`src/rtl/bpar_pkg.sv`:
```
package bpar_pkg;
  localparam int unsigned BP_NUM_BYTES = 4;
  localparam int unsigned BP_DATA_BITS = 8;

  typedef enum logic {
    PAR_ODD  = 1'b0,
    PAR_EVEN = 1'b1
  } par_sense_e;

  // Parity bit to store, given the XOR of the data bits.
  function automatic logic par_fill(input logic xr, input par_sense_e sense);
    return (sense == PAR_EVEN) ? xr : ~xr;
  endfunction

  // A full byte is good when its XOR matches the chosen sense.
  function automatic logic par_good(input logic xr, input par_sense_e sense);
    return (sense == PAR_EVEN) ? ~xr : xr;
  endfunction
endpackage

```
`src/rtl/bpar_wr_path.sv`:
```
module bpar_wr_path
  import bpar_pkg::*;
#(
  parameter int unsigned NUM_BYTES = BP_NUM_BYTES,
  parameter int unsigned DATA_BITS = BP_DATA_BITS,
  localparam int unsigned BYTE_W   = DATA_BITS + 1,
  localparam int unsigned WORD_W   = NUM_BYTES * BYTE_W
) (
  input  logic              clk,
  input  logic              rst_n,
  input  logic              gen_en,
  input  par_sense_e        sense,
  input  logic              in_valid,
  output logic              in_ready,
  input  logic [WORD_W-1:0] in_data,
  output logic              out_valid,
  input  logic              out_ready,
  output logic [WORD_W-1:0] out_data
);
  assign out_valid = in_valid;
  assign in_ready  = out_ready;

  for (genvar g = 0; g < NUM_BYTES; g++) begin : g_lane
    logic [DATA_BITS-1:0] lane_d;
    logic                 lane_p;
    assign lane_d = in_data[g*BYTE_W +: DATA_BITS];
    assign lane_p = gen_en ? par_fill(^lane_d, sense) : in_data[g*BYTE_W + DATA_BITS];
    assign out_data[g*BYTE_W +: BYTE_W] = {lane_p, lane_d};

    AST_WR_LOW_KEPT: assert property (@(posedge clk) disable iff (!rst_n)
      out_data[g*BYTE_W +: DATA_BITS] == in_data[g*BYTE_W +: DATA_BITS]);
    AST_WR_SENSE: assert property (@(posedge clk) disable iff (!rst_n)
      gen_en |-> ((^out_data[g*BYTE_W +: BYTE_W]) == (sense == PAR_ODD)));
  end

  AST_WR_PASS: assert property (@(posedge clk) disable iff (!rst_n)
    !gen_en |-> out_data == in_data);
endmodule

```
`src/rtl/bpar_rd_stage.sv`:
```
module bpar_rd_stage
  import bpar_pkg::*;
#(
  parameter int unsigned NUM_BYTES = BP_NUM_BYTES,
  parameter int unsigned DATA_BITS = BP_DATA_BITS,
  localparam int unsigned BYTE_W   = DATA_BITS + 1,
  localparam int unsigned WORD_W   = NUM_BYTES * BYTE_W
) (
  input  logic              clk,
  input  logic              rst_n,
  input  par_sense_e        sense,
  input  logic              in_valid,
  output logic              in_ready,
  input  logic [WORD_W-1:0] in_data,
  output logic              out_valid,
  input  logic              out_ready,
  output logic [WORD_W-1:0] out_data,
  output logic              err
);
  logic [NUM_BYTES-1:0] lane_bad;
  logic                 take;

  for (genvar g = 0; g < NUM_BYTES; g++) begin : g_chk
    assign lane_bad[g] = ~par_good(^in_data[g*BYTE_W +: BYTE_W], sense);
  end

  assign in_ready = !out_valid || out_ready;
  assign take     = in_valid && in_ready;

  always_ff @(posedge clk) begin
    if (!rst_n) begin
      out_valid <= 1'b0;
      out_data  <= '0;
      err       <= 1'b0;
    end else if (take) begin
      out_valid <= 1'b1;
      out_data  <= in_data;
      err       <= |lane_bad;
    end else if (out_ready) begin
      out_valid <= 1'b0;
      err       <= 1'b0;
    end
  end

  AST_RD_LOAD: assert property (@(posedge clk) disable iff (!rst_n)
    take |=> out_valid && out_data == $past(in_data));
  AST_ERR_VALID: assert property (@(posedge clk) disable iff (!rst_n)
    err |-> out_valid);
  AST_STALL_HOLD: assert property (@(posedge clk) disable iff (!rst_n)
    out_valid && !out_ready |=> out_valid && $stable(out_data) && $stable(err));
  AST_DRAIN: assert property (@(posedge clk) disable iff (!rst_n)
    out_valid && out_ready && !in_valid |=> !out_valid && !err);
endmodule

```
`src/rtl/byte_parity_unit.sv`:
```
module byte_parity_unit
  import bpar_pkg::*;
#(
  parameter int unsigned NUM_BYTES = BP_NUM_BYTES,
  parameter int unsigned DATA_BITS = BP_DATA_BITS,
  localparam int unsigned WORD_W   = NUM_BYTES * (DATA_BITS + 1)
) (
  input  logic              clk,
  input  logic              rst_n,
  input  logic              gen_en,
  input  logic              even_sel,
  input  logic              wr_in_valid,
  output logic              wr_in_ready,
  input  logic [WORD_W-1:0] wr_in_data,
  output logic              wr_out_valid,
  input  logic              wr_out_ready,
  output logic [WORD_W-1:0] wr_out_data,
  input  logic              rd_in_valid,
  output logic              rd_in_ready,
  input  logic [WORD_W-1:0] rd_in_data,
  output logic              rd_out_valid,
  input  logic              rd_out_ready,
  output logic [WORD_W-1:0] rd_out_data,
  output logic              rd_err
);
  par_sense_e sense;
  assign sense = par_sense_e'(even_sel);

  bpar_wr_path #(.NUM_BYTES(NUM_BYTES), .DATA_BITS(DATA_BITS)) u_wr (
    .clk(clk), .rst_n(rst_n), .gen_en(gen_en), .sense(sense),
    .in_valid(wr_in_valid), .in_ready(wr_in_ready), .in_data(wr_in_data),
    .out_valid(wr_out_valid), .out_ready(wr_out_ready), .out_data(wr_out_data)
  );

  bpar_rd_stage #(.NUM_BYTES(NUM_BYTES), .DATA_BITS(DATA_BITS)) u_rd (
    .clk(clk), .rst_n(rst_n), .sense(sense),
    .in_valid(rd_in_valid), .in_ready(rd_in_ready), .in_data(rd_in_data),
    .out_valid(rd_out_valid), .out_ready(rd_out_ready), .out_data(rd_out_data),
    .err(rd_err)
  );

  AST_WR_HANDSHAKE: assert property (@(posedge clk) disable iff (!rst_n)
    wr_out_valid == wr_in_valid && wr_in_ready == wr_out_ready);
  AST_RD_READY: assert property (@(posedge clk) disable iff (!rst_n)
    rd_out_valid && !rd_out_ready |-> !rd_in_ready);
endmodule

```
`config.mk`:
```
export PLATFORM = sky130hd
export DESIGN_NAME = byte_parity_unit
export DESIGN_NICKNAME = d
export VERILOG_FILES = /design/src/rtl/bpar_pkg.sv /design/src/rtl/bpar_wr_path.sv /design/src/rtl/bpar_rd_stage.sv /design/src/rtl/byte_parity_unit.sv
export SDC_FILE = /design/constraint.sdc
export NUM_CORES = 1
export LEC_CHECK = 0
export ABC_AREA = 1
export CELL_PAD_IN_SITES_DETAIL_PLACEMENT = 0
export CELL_PAD_IN_SITES_GLOBAL_PLACEMENT = 1
export CORE_AREA = 8 8 116 118
export DETAILED_ROUTE_END_ITERATION = 6
export DIE_AREA = 0 0 124 126
export HOLD_SLACK_MARGIN = 0.15
export PLACE_DENSITY_LB_ADDON = 0.1
export SKIP_CTS_REPAIR_TIMING = 1
export SYNTH_ARGS = -nofsm -noshare
export SYNTH_HDL_FRONTEND = slang
export SYNTH_SLANG_ARGS = --single-unit
```
`constraint.sdc`:
```
create_clock -name clk -period 1.65 [get_ports clk]
set_clock_uncertainty 0.2 [all_clocks]
set_input_delay 0.33 -clock clk [delete_from_list [all_inputs] [get_ports clk]]
set_output_delay 0.33 -clock clk [all_outputs]
set_load 0.1 [all_outputs]
```
# Word level (Yosys, flattened, before mapping)

Index checks and enable logic that the tools add are counted.

ROM bits: 0
Bits of input ports: 80
Word-level logic and storage cells: 43
Bits in registers: 38
Memories: 0
Output and inout port bits: 77
Bits in latches: 0
Memory bits (writable): 0

Reductions and logical operators: 13
Multiply operators: 0
Equality and inequality tests: 0
Add/subtract/negate cells: 0
Magnitude comparators: 0
Div/mod/pow operators: 0
Multiplexer cells: 15
Bitwise operators: 12
Shift-type cells: 0

Operators with widths:

| kind                | number |
|---|---|
| 9-bit XOR reduction | 4 |
| 8-bit XOR reduction | 4 |
| 1-bit two-way mux   | 15 |
| 1-bit inverter      | 12 |
| 4-bit OR reduction  | 1 |
| 2-bit nonzero test  | 1 |
| 1-bit logical AND   | 1 |
| 1-bit zero test     | 1 |
| 1-bit logical OR    | 1 |

# Longest topological paths before layout

Gate-level depths: netlist of the first run.

Word-level depth: 6
Depth in mapped cells: 14
Gate-level depth less buffers: 14

# Modules after synthesis

From an unflattened synthesis of the first run, not the netlist that was laid out.

Cells, all modules: 452
Area total of the unflattened synthesis: 2695.1 um2

Modules (own cells, without submodules):

| module        | times used | seq. area each (um2) | area an instance (um2) | cells an instance |
|---|---|---|---|---|
| bpar_rd_stage | 1          | 760.7                | 1841.8                 | 283 |
| bpar_wr_path  | 1          | 0.0                  | 853.3                  | 169 |

# Least setup slack after synthesis of the first run

Ideal clock, no wire load.

Path kind: reg2reg
Start point: register u_rd.out_valid
End point: register u_rd.out_data[11]
Buffers on the path: 1
Data arrival time: 2548 ps
Slack: -1226 ps
Data required time: 1322 ps
Setup time: 128 ps
Period minus slack after synthesis: 2876 ps
Cell stages (with the launch flop): 7
Cells stage by stage: dfxtp_1 nand2_1 nand2_1 inv_2 clkbuf_1 o21ai_0 a21oi_1

Word-level cells in the longest chain between the ends: 3

Ends and longest elaborated chain:

| item                     | line                   | source |
|---|---|---|
| start: declaration       | bpar_rd_stage.sv:15    | `output logic out_valid,` |
| start signal: assignment | bpar_rd_stage.sv:32    | `out_valid <= 1'b0;` |
| start signal: assignment | bpar_rd_stage.sv:36    | `out_valid <= 1'b1;` |
| start signal: assignment | bpar_rd_stage.sv:40    | `out_valid <= 1'b0;` |
| 1-bit zero test          | bpar_rd_stage.sv:27    | `assign in_ready = !out_valid \|\| out_ready;` |
| 1-bit logical OR         | bpar_rd_stage.sv:27    |  |
| via rd_in_ready          | byte_parity_unit.sv:19 | `output logic rd_in_ready,` |
| 1-bit logical AND        | bpar_rd_stage.sv:28    | `assign take = in_valid && in_ready;` |
| end signal: assignment   | bpar_rd_stage.sv:37    | `out_data <= in_data;` |
| end: declaration         | bpar_rd_stage.sv:17    | `output logic [WORD_W-1:0] out_data,` |

The timed path passes the listed nets, and every way through them passes these cells.
A chain may end at the register's enable or synchronous reset.

# Worst setup path after layout of the first run

Start point: input port even_sel
End point: output port wr_out_data[35]

Word-level cells in the longest chain between the ends: 2

Ends and longest elaborated chain:

| item               | line                   | source |
|---|---|---|
| start: declaration | byte_parity_unit.sv:11 | `input logic even_sel,` |
| 1-bit two-way mux  | bpar_pkg.sv:12         | `return (sense == PAR_EVEN) ? xr : ~xr;` |
| 1-bit two-way mux  | bpar_wr_path.sv:27     | `assign lane_p = gen_en ? par_fill(^lane_d, sense) : in_data[g*BYTE_W + DATA_BITS];` |
| end: declaration   | byte_parity_unit.sv:17 | `output logic [WORD_W-1:0] wr_out_data,` |

No other way between the ends.

==> results.py, run 1 <==
metrics = {
    "drt": {
        "drc": 0,
        "wl_per_cell_um": 13.66,
        "route.vias.total": 2765,
        "wirelength_um": 9464,
        "drtIter0Drc": 47,
        "ant_nets": 0,
        "first_pass_iters": 4,
        "vias_per_cell": 3.990,
    },
    "logic_synthesis": {
        "synth_flop_cell": "dfxtp_1",
        "synth_cell_type_count": 20,
        "syn_area_per_cell_um2": 6.724,
        "synthArstFlopShare": 0,
        "synth_area_leaders": "dfxtp_1 (31%), nand2_1 (13%), buf_4 (11%)",
        "synth_top_area_share": 0.3066,
        "seq_area_frac_synth": 0.3066,
        "yosys.area.top_type": "dfxtp_1",
        "synth_fp_nets": 449,
        "yosysWarnings": 0,
        "synthCells": 369,
        "synth-seq-cells": 38,
        "synth_edf_count": 0,
        "synth_area_um2": 2481,
    },
    "timing": {
        "clock.fmax_mhz": 503.2,
        "slew_viol_final": 0,
        "tightest_slew_ps": 304.2,
        "min_period_over_period": 1.204,
        "rsz0062_at_grt": "yes",
        "setup_viol": 4,
        "hold_viol": 0,
        "slew_headroom": 0.7970,
        "whs_ps": 171.9,
        "setup_slack_ps": -337.2,
        "fin_crit_ps": 1987,
    },
    "clocking": {
        "cts_tree": "yes",
        "cts_sinks": 38,
        "root_buffer": "clkbuf_16",
        "clockBufferDepth": 2,
        "cts_buffers": 5,
        "cts.clk_slew.worst_paths_ps": 60,
        "clkLatencyLatePin_ps": 280,
        "cts.htree.levels": 2,
    },
    "job": {
        "cap_violations": 0,
    },
    "worst_setup_path": {
        "worstRegToRegCells": 6,
        "crit_path_max_fanout": 4,
        "start_kind": "input pin",
        "critPathCaptureType": "output port",
        "crit_arrival_ps": 1460,
        "worst-setup-path-type": "input pin to output port",
        "max_stage_delay_ps": 190,
        "r2r_start": "u_rd.out_valid",
        "crit_chain": "clkbuf_2 > buf_6 > xor2_2 > xor2_1 > xor2_1 > o21ai_2 > buf_12",
        "r2r_slack_ps": 310,
        "crit_slowest_cell": "o21ai_2",
        "r2r_end": "u_rd.out_data[11]",
        "path_common_cell": "xor2_1",
        "crit_required_ps": 1120,
        "crit_family": "XOR/XNOR gates",
        "worstSetupPathDepth": 7,
        "cp_num_buf_inv": 3,
    },
    "power_and_ir_drop": {
        "static-leakage-power_nw": 3.132,
        "internal-power_mw": 2.619,
        "ir_drop_uv": 448.9,
        "combPwrFrac": 0.555,
        "p_sw_frac": 0.4358,
        "p_clk_frac": 0.215,
        "p_seq_frac": 0.230,
        "powerDensity_nw_per_um2": 810.8,
        "p_switching_mw": 2.023,
        "power_mw": 4.642,
    },
    "worst_hold_path": {
        "min_to": "u_rd.out_data[14]",
        "hold_path.class": "input pin to flip-flop",
        "min_from": "rd_in_data[14]",
        "worstHoldPathCells": 3,
    },
    "final_layout": {
        "antenna_cells": 0,
        "mostFrequentLayoutCell": "buf_12",
        "finish.utilization": 0.4889,
        "syn_to_final_growth_pct": 130.8,
        "layout_common_cells": "buf_12 (78), nand2_1 (69), buf_4 (62), dlymetal6s2s_1 (61)",
        "nNetsFinal": 625,
        "fillers": 1093,
        "final_cells": 693,
        "layout-drive-gt1-share": 0.3938,
    },
    "global_routing": {
        "grt_pass1_wl_um": 13790,
        "antenna_found_initial": 0,
        "grt-ovfl-total": 0,
        "grt_pass1_vias": 2685,
        "grt_start_max_net_pins": 39,
        "grt_use_total": 0.1115,
    },
    "die": {
        "start_util": 0.2119,
        "coreArea_um2": 11710,
        "io_pins": 157,
        "fp.dieW_um": 124,
        "fp-row-count": 40,
        "fp.dieArea_um2": 15620,
        "die_h_um": 126,
    },
    "placed_design": {
        "gp_congestion": 0.7598,
        "io_buffers": 152,
        "dp_slack_ps": -834.4,
        "dp_cells": 684,
        "dp_hpwl_um": 7689,
    },
    "status": {
        "outcome": "finished with violations",
        "violations": "setup timing",
    },
}
## power groups by stage
stage | Clock [mW] | Sequential (mW) | Combinational [mW]
2_1_floorplan | 0 | 1.57 | 1.05
3_3_place_gp | 0 | 1.09 | 2.50
3_5_place_dp | 0 | 1.09 | 2.51
4_1_cts | 1.04 | 1.07 | 2.51
5_1_grt | 1.08 | 1.08 | 2.71
6_report | 0.997 | 1.07 | 2.58
## through the flow
stage | instance area [µm²] | TNS (ps)
2_1_floorplan | 2535 | -705.2
3_3_place_gp | 5165 | -14750
3_5_place_dp | 5165 | -15410
4_1_cts | 5316 | -4826
5_1_grt | 5725 | -1671
6_report | 5725 | -1309
## sequential cells by signal, summed over array words and instances, names as in the netlist
signal / cells
u_rd.out_valid: 1
u_rd.err: 1
u_rd.out_data: 36
## routing by layer
metal	wire, µm	vias up	global-route usage
met2	4563	92	0.1884
met4	55	0	0.02521
li1	-	1453	-
met3	847	4	0.03798
met5	0	-	0
met1	3997	1216	0.1321
## cell families after synthesis
kind of cell | Yosys count | synth area share
AND/OR/NAND/NOR | 145 | 0.2380
buffers and inverters | 85 | 0.1916
AO/OA/AOI/OAI | 62 | 0.1261
XOR/XNOR | 39 | 0.1377
flip-flops | 38 | 0.3066
## Yosys cell counts (2+ instances only)
cell type and count:
buf_2 3, clkbuf_1 7, xnor2_1 20, inv_1 33, nand2_1 87, o21ai_0 40, inv_2 2, a21oi_1 20
xor2_1 19, nand3_1 16, nand3b_1 2, dfxtp_1 38, nor2_1 38, buf_4 38
## worst register-to-register path, stage by stage (launching register included)
cell and delay [ps]:
dfxtp_4 390, nand2_8 50, nand2_2 150, inv_4 70, buf_12 160, o21ai_0 160, a21oi_1 50
## cell type report
cell class | count | area (µm²) | area share
clock buffer | 6 | 138.9 | 0.02426
clock inverter | 2 | 12.51 | 0.002185
inverter | 35 | 133.9 | 0.02338
multi-input combinational | 246 | 1499 | 0.2618
sequential | 38 | 764.5 | 0.1335
tap | 147 | 183.9 | 0.03212
timing repair buffer | 219 | 2993 | 0.5227
## how the worst max path moves through the flow
| stage | start | endpoint | slack (ps) |
|---|---|---|---|
| final | even_sel | wr_out_data[35] | -340 |
| after global routing | wr_in_data[9] | wr_out_data[17] | -440 |
| after CTS | wr_in_data[10] | wr_out_data[17] | -840 |
| after detailed placement | wr_in_data[10] | wr_out_data[17] | -830 |
| after global placement | wr_in_data[10] | wr_out_data[17] | -810 |
| after floorplan | wr_in_data[19] | wr_out_data[26] | -180 |
(Power assumes the default switching activity.)
==> run 2, diff against run 1 <==
--- a/config.mk
+++ b/config.mk
@@ -8,12 +8,13 @@
 export ABC_AREA = 1
 export CELL_PAD_IN_SITES_DETAIL_PLACEMENT = 0
 export CELL_PAD_IN_SITES_GLOBAL_PLACEMENT = 1
-export CORE_AREA = 8 8 116 118
+export CORE_AREA = 2 2 114 116
 export DETAILED_ROUTE_END_ITERATION = 6
-export DIE_AREA = 0 0 124 126
+export DIE_AREA = 0 0 116 118
 export HOLD_SLACK_MARGIN = 0.15
 export PLACE_DENSITY_LB_ADDON = 0.1
 export SKIP_CTS_REPAIR_TIMING = 1
 export SYNTH_ARGS = -nofsm -noshare
 export SYNTH_HDL_FRONTEND = slang
+export SYNTH_HIERARCHICAL = 1
 export SYNTH_SLANG_ARGS = --single-unit
==> results.py, run 2 <==
metrics = {
    "drt": {
        "ant_nets": 0,
        "wirelength_um": 8606,
        "vias_per_cell": 3.946,
        "first_pass_iters": 4,
        "wl_per_cell_um": 10.91,
        "drtIter0Drc": 76,
        "drc": 0,
        "route.vias.total": 3113,
    },
    "die": {
        "coreArea_um2": 12410,
        "fp-row-count": 41,
        "start_util": 0.2171,
        "fp.dieW_um": 116,
        "io_pins": 157,
        "die_h_um": 118,
        "fp.dieArea_um2": 13690,
    },
    "clocking": {
        "cts_tree": "yes",
        "cts_buffers": 5,
        "cts_sinks": 38,
        "cts.htree.levels": 2,
        "clkLatencyLatePin_ps": 280,
        "cts.clk_slew.worst_paths_ps": 50,
        "root_buffer": "clkbuf_16",
        "clockBufferDepth": 2,
    },
    "logic_synthesis": {
        "synth_area_um2": 2695,
        "synth_fp_nets": 532,
        "synth_edf_count": 0,
        "synth_area_leaders": "dfxtp_1 (28%), nand2_1 (21%), buf_4 (11%)",
        "synth_common_cells": "nand2_1 (150), inv_1 (51), buf_4 (38), dfxtp_1 (38), nor2_1 (37)",
        "synth_flop_cell": "dfxtp_1",
        "synth_top_area_share": 0.2823,
        "seq_area_frac_synth": 0.2823,
        "yosysMostFrequentCell": "nand2_1",
        "syn_area_per_cell_um2": 5.963,
        "synthArstFlopShare": 0,
        "synthCells": 452,
        "yosys.area.top_type": "dfxtp_1",
        "synth_cell_type_count": 20,
        "synth-seq-cells": 38,
        "yosysWarnings": 6,
    },
    "final_layout": {
        "final_cells": 789,
        "fillers": 1267,
        "layout-drive-gt1-share": 0.4311,
        "reg_top3": "u_rd/out_data: 36 flops, u_rd/err: 1 flops, u_rd/out_valid: 1 flops",
        "mostFrequentLayoutCell": "nand2_1",
        "nNetsFinal": 698,
        "regArea_um2": 764.5,
        "largest_register": "u_rd/out_data",
        "largest_register_ffs": 36,
        "multi_input_area_um2": 1673,
        "stdcell_area_um2": 5784,
        "layout_common_cells": "nand2_1 (106), buf_12 (78), buf_4 (55), nand2_2 (44), dlymetal6s2s_1 (38)",
        "syn_to_final_growth_pct": 114.6,
        "antenna_cells": 0,
    },
    "worst_setup_path": {
        "critPathCaptureType": "output port",
        "crit_required_ps": 1120,
        "start_kind": "input pin",
        "worst-setup-path-type": "input pin to output port",
        "crit_arrival_ps": 1290,
        "crit_path_max_fanout": 3,
    },
    "power_and_ir_drop": {
        "p_seq_frac": 0.242,
        "ir_drop_uv": 519.4,
        "power_mw": 4.422,
        "static-leakage-power_nw": 3.153,
        "internal-power_mw": 2.506,
        "combPwrFrac": 0.545,
        "p_switching_mw": 1.916,
        "powerDensity_nw_per_um2": 764.5,
        "p_clk_frac": 0.213,
        "p_sw_frac": 0.4332,
    },
    "global_routing": {
        "grt-ovfl-total": 0,
        "grt_use_total": 0.1233,
        "grt_pass1_wl_um": 13720,
        "grt_pass1_vias": 2940,
        "antenna_found_initial": 0,
        "grt_start_max_net_pins": 39,
    },
    "timing": {
        "tns_ps": -535.9,
        "slew_headroom": 0.7946,
        "fin_crit_ps": 1819,
        "setup_viol": 4,
        "rsz0062_at_grt": "yes",
        "hold_viol": 0,
        "clock.fmax_mhz": 549.7,
        "setup_slack_ps": -169.2,
        "min_period_over_period": 1.103,
        "tightest_slew_ps": 307.6,
        "slew_viol_final": 0,
    },
    "placed_design": {
        "dp_hpwl_um": 6842,
        "post_dp_cell_area_um2": 5308,
        "dp_cells": 780,
        "gp_congestion": 0.7114,
        "io_buffers": 152,
        "dp_slack_ps": -602.5,
    },
    "status": {
        "outcome": "finished with violations",
        "violations": "setup timing",
    },
    "job": {
        "cap_violations": 0,
    },
    "worst_hold_path": {
        "hold_path.class": "input pin to flip-flop",
    },
}
-- run 2: path summary, 6_finish.rpt --
| path | startpoint | to | cells past startpoint | slack (ps) |
|---|---|---|---|---|
| worst max-delay path | wr_in_data[13] | wr_out_data[17] | 10 | -170 |
| worst min-delay path | rd_in_data[1] | u_rd/out_data[1] | 3 | 150 |
| worst max register to register | u_rd/out_valid | u_rd/out_data[11] | 6 | 320 |
| worst min register to register | u_rd/out_data[15] | u_rd/out_data[15] | 2 | 320 |
-- run 2: layout make-up --
cell class                      instances  area share
Timing Repair Buffer                  208      0.4774
Multi-Input combinational cell        304      0.2892
Sequential cell                        38      0.1322
Inverter                               61     0.04002
Tap cell                              172     0.03721
Clock buffer                            6     0.02401
-- run 2: metal layers --
metal | global-route usage | share of wire | up-vias
met4 | 0.01786 | 0.0031 | 0
met1 | 0.1530 | 0.42 | 1366
met3 | 0.02626 | 0.047 | 2
met2 | 0.2211 | 0.53 | 70
li1 | - | - | 1675
met5 | 0 | 0 | -
-- run 2: cell families after synthesis --
logic type / after synthesis / synth area share
buffers and inverters: 110 / 0.2084
DFF: 38 / 0.2823
xor gates and xnor gates: 19 / 0.06175
AOI/OAI and AO/OA: 62 / 0.1161
and+or+nand+nor: 223 / 0.3315
-- run 2: power by group through the flow --
stage	logic, mW	clock network [mW]	registers (mW)
2_1_floorplan	0.931	0	1.57
3_5_place_dp	2.34	0	1.09
4_1_cts	2.34	0.984	1.07
6_report	2.41	0.943	1.07
5_1_grt	2.55	1.02	1.08
3_3_place_gp	2.33	0	1.09
-- run 2: metrics by stage --
step,hold slack [ps],util
2_1_floorplan,257.7,-
5_1_grt,164.3,0.4659
4_1_cts,323.0,0.4387
3_5_place_dp,314.5,0.4275
6_report,153.2,0.4659
3_3_place_gp,311.0,0.4275
-- run 2: critical path, cell delays in order --
cell	delay [ps]
buf_8	100
or2_4	250
nand2_2	70
nand2_2	50
nand2_2	70
inv_2	40
nand2_2	50
nand3_2	60
nand2_2	100
buf_12	170
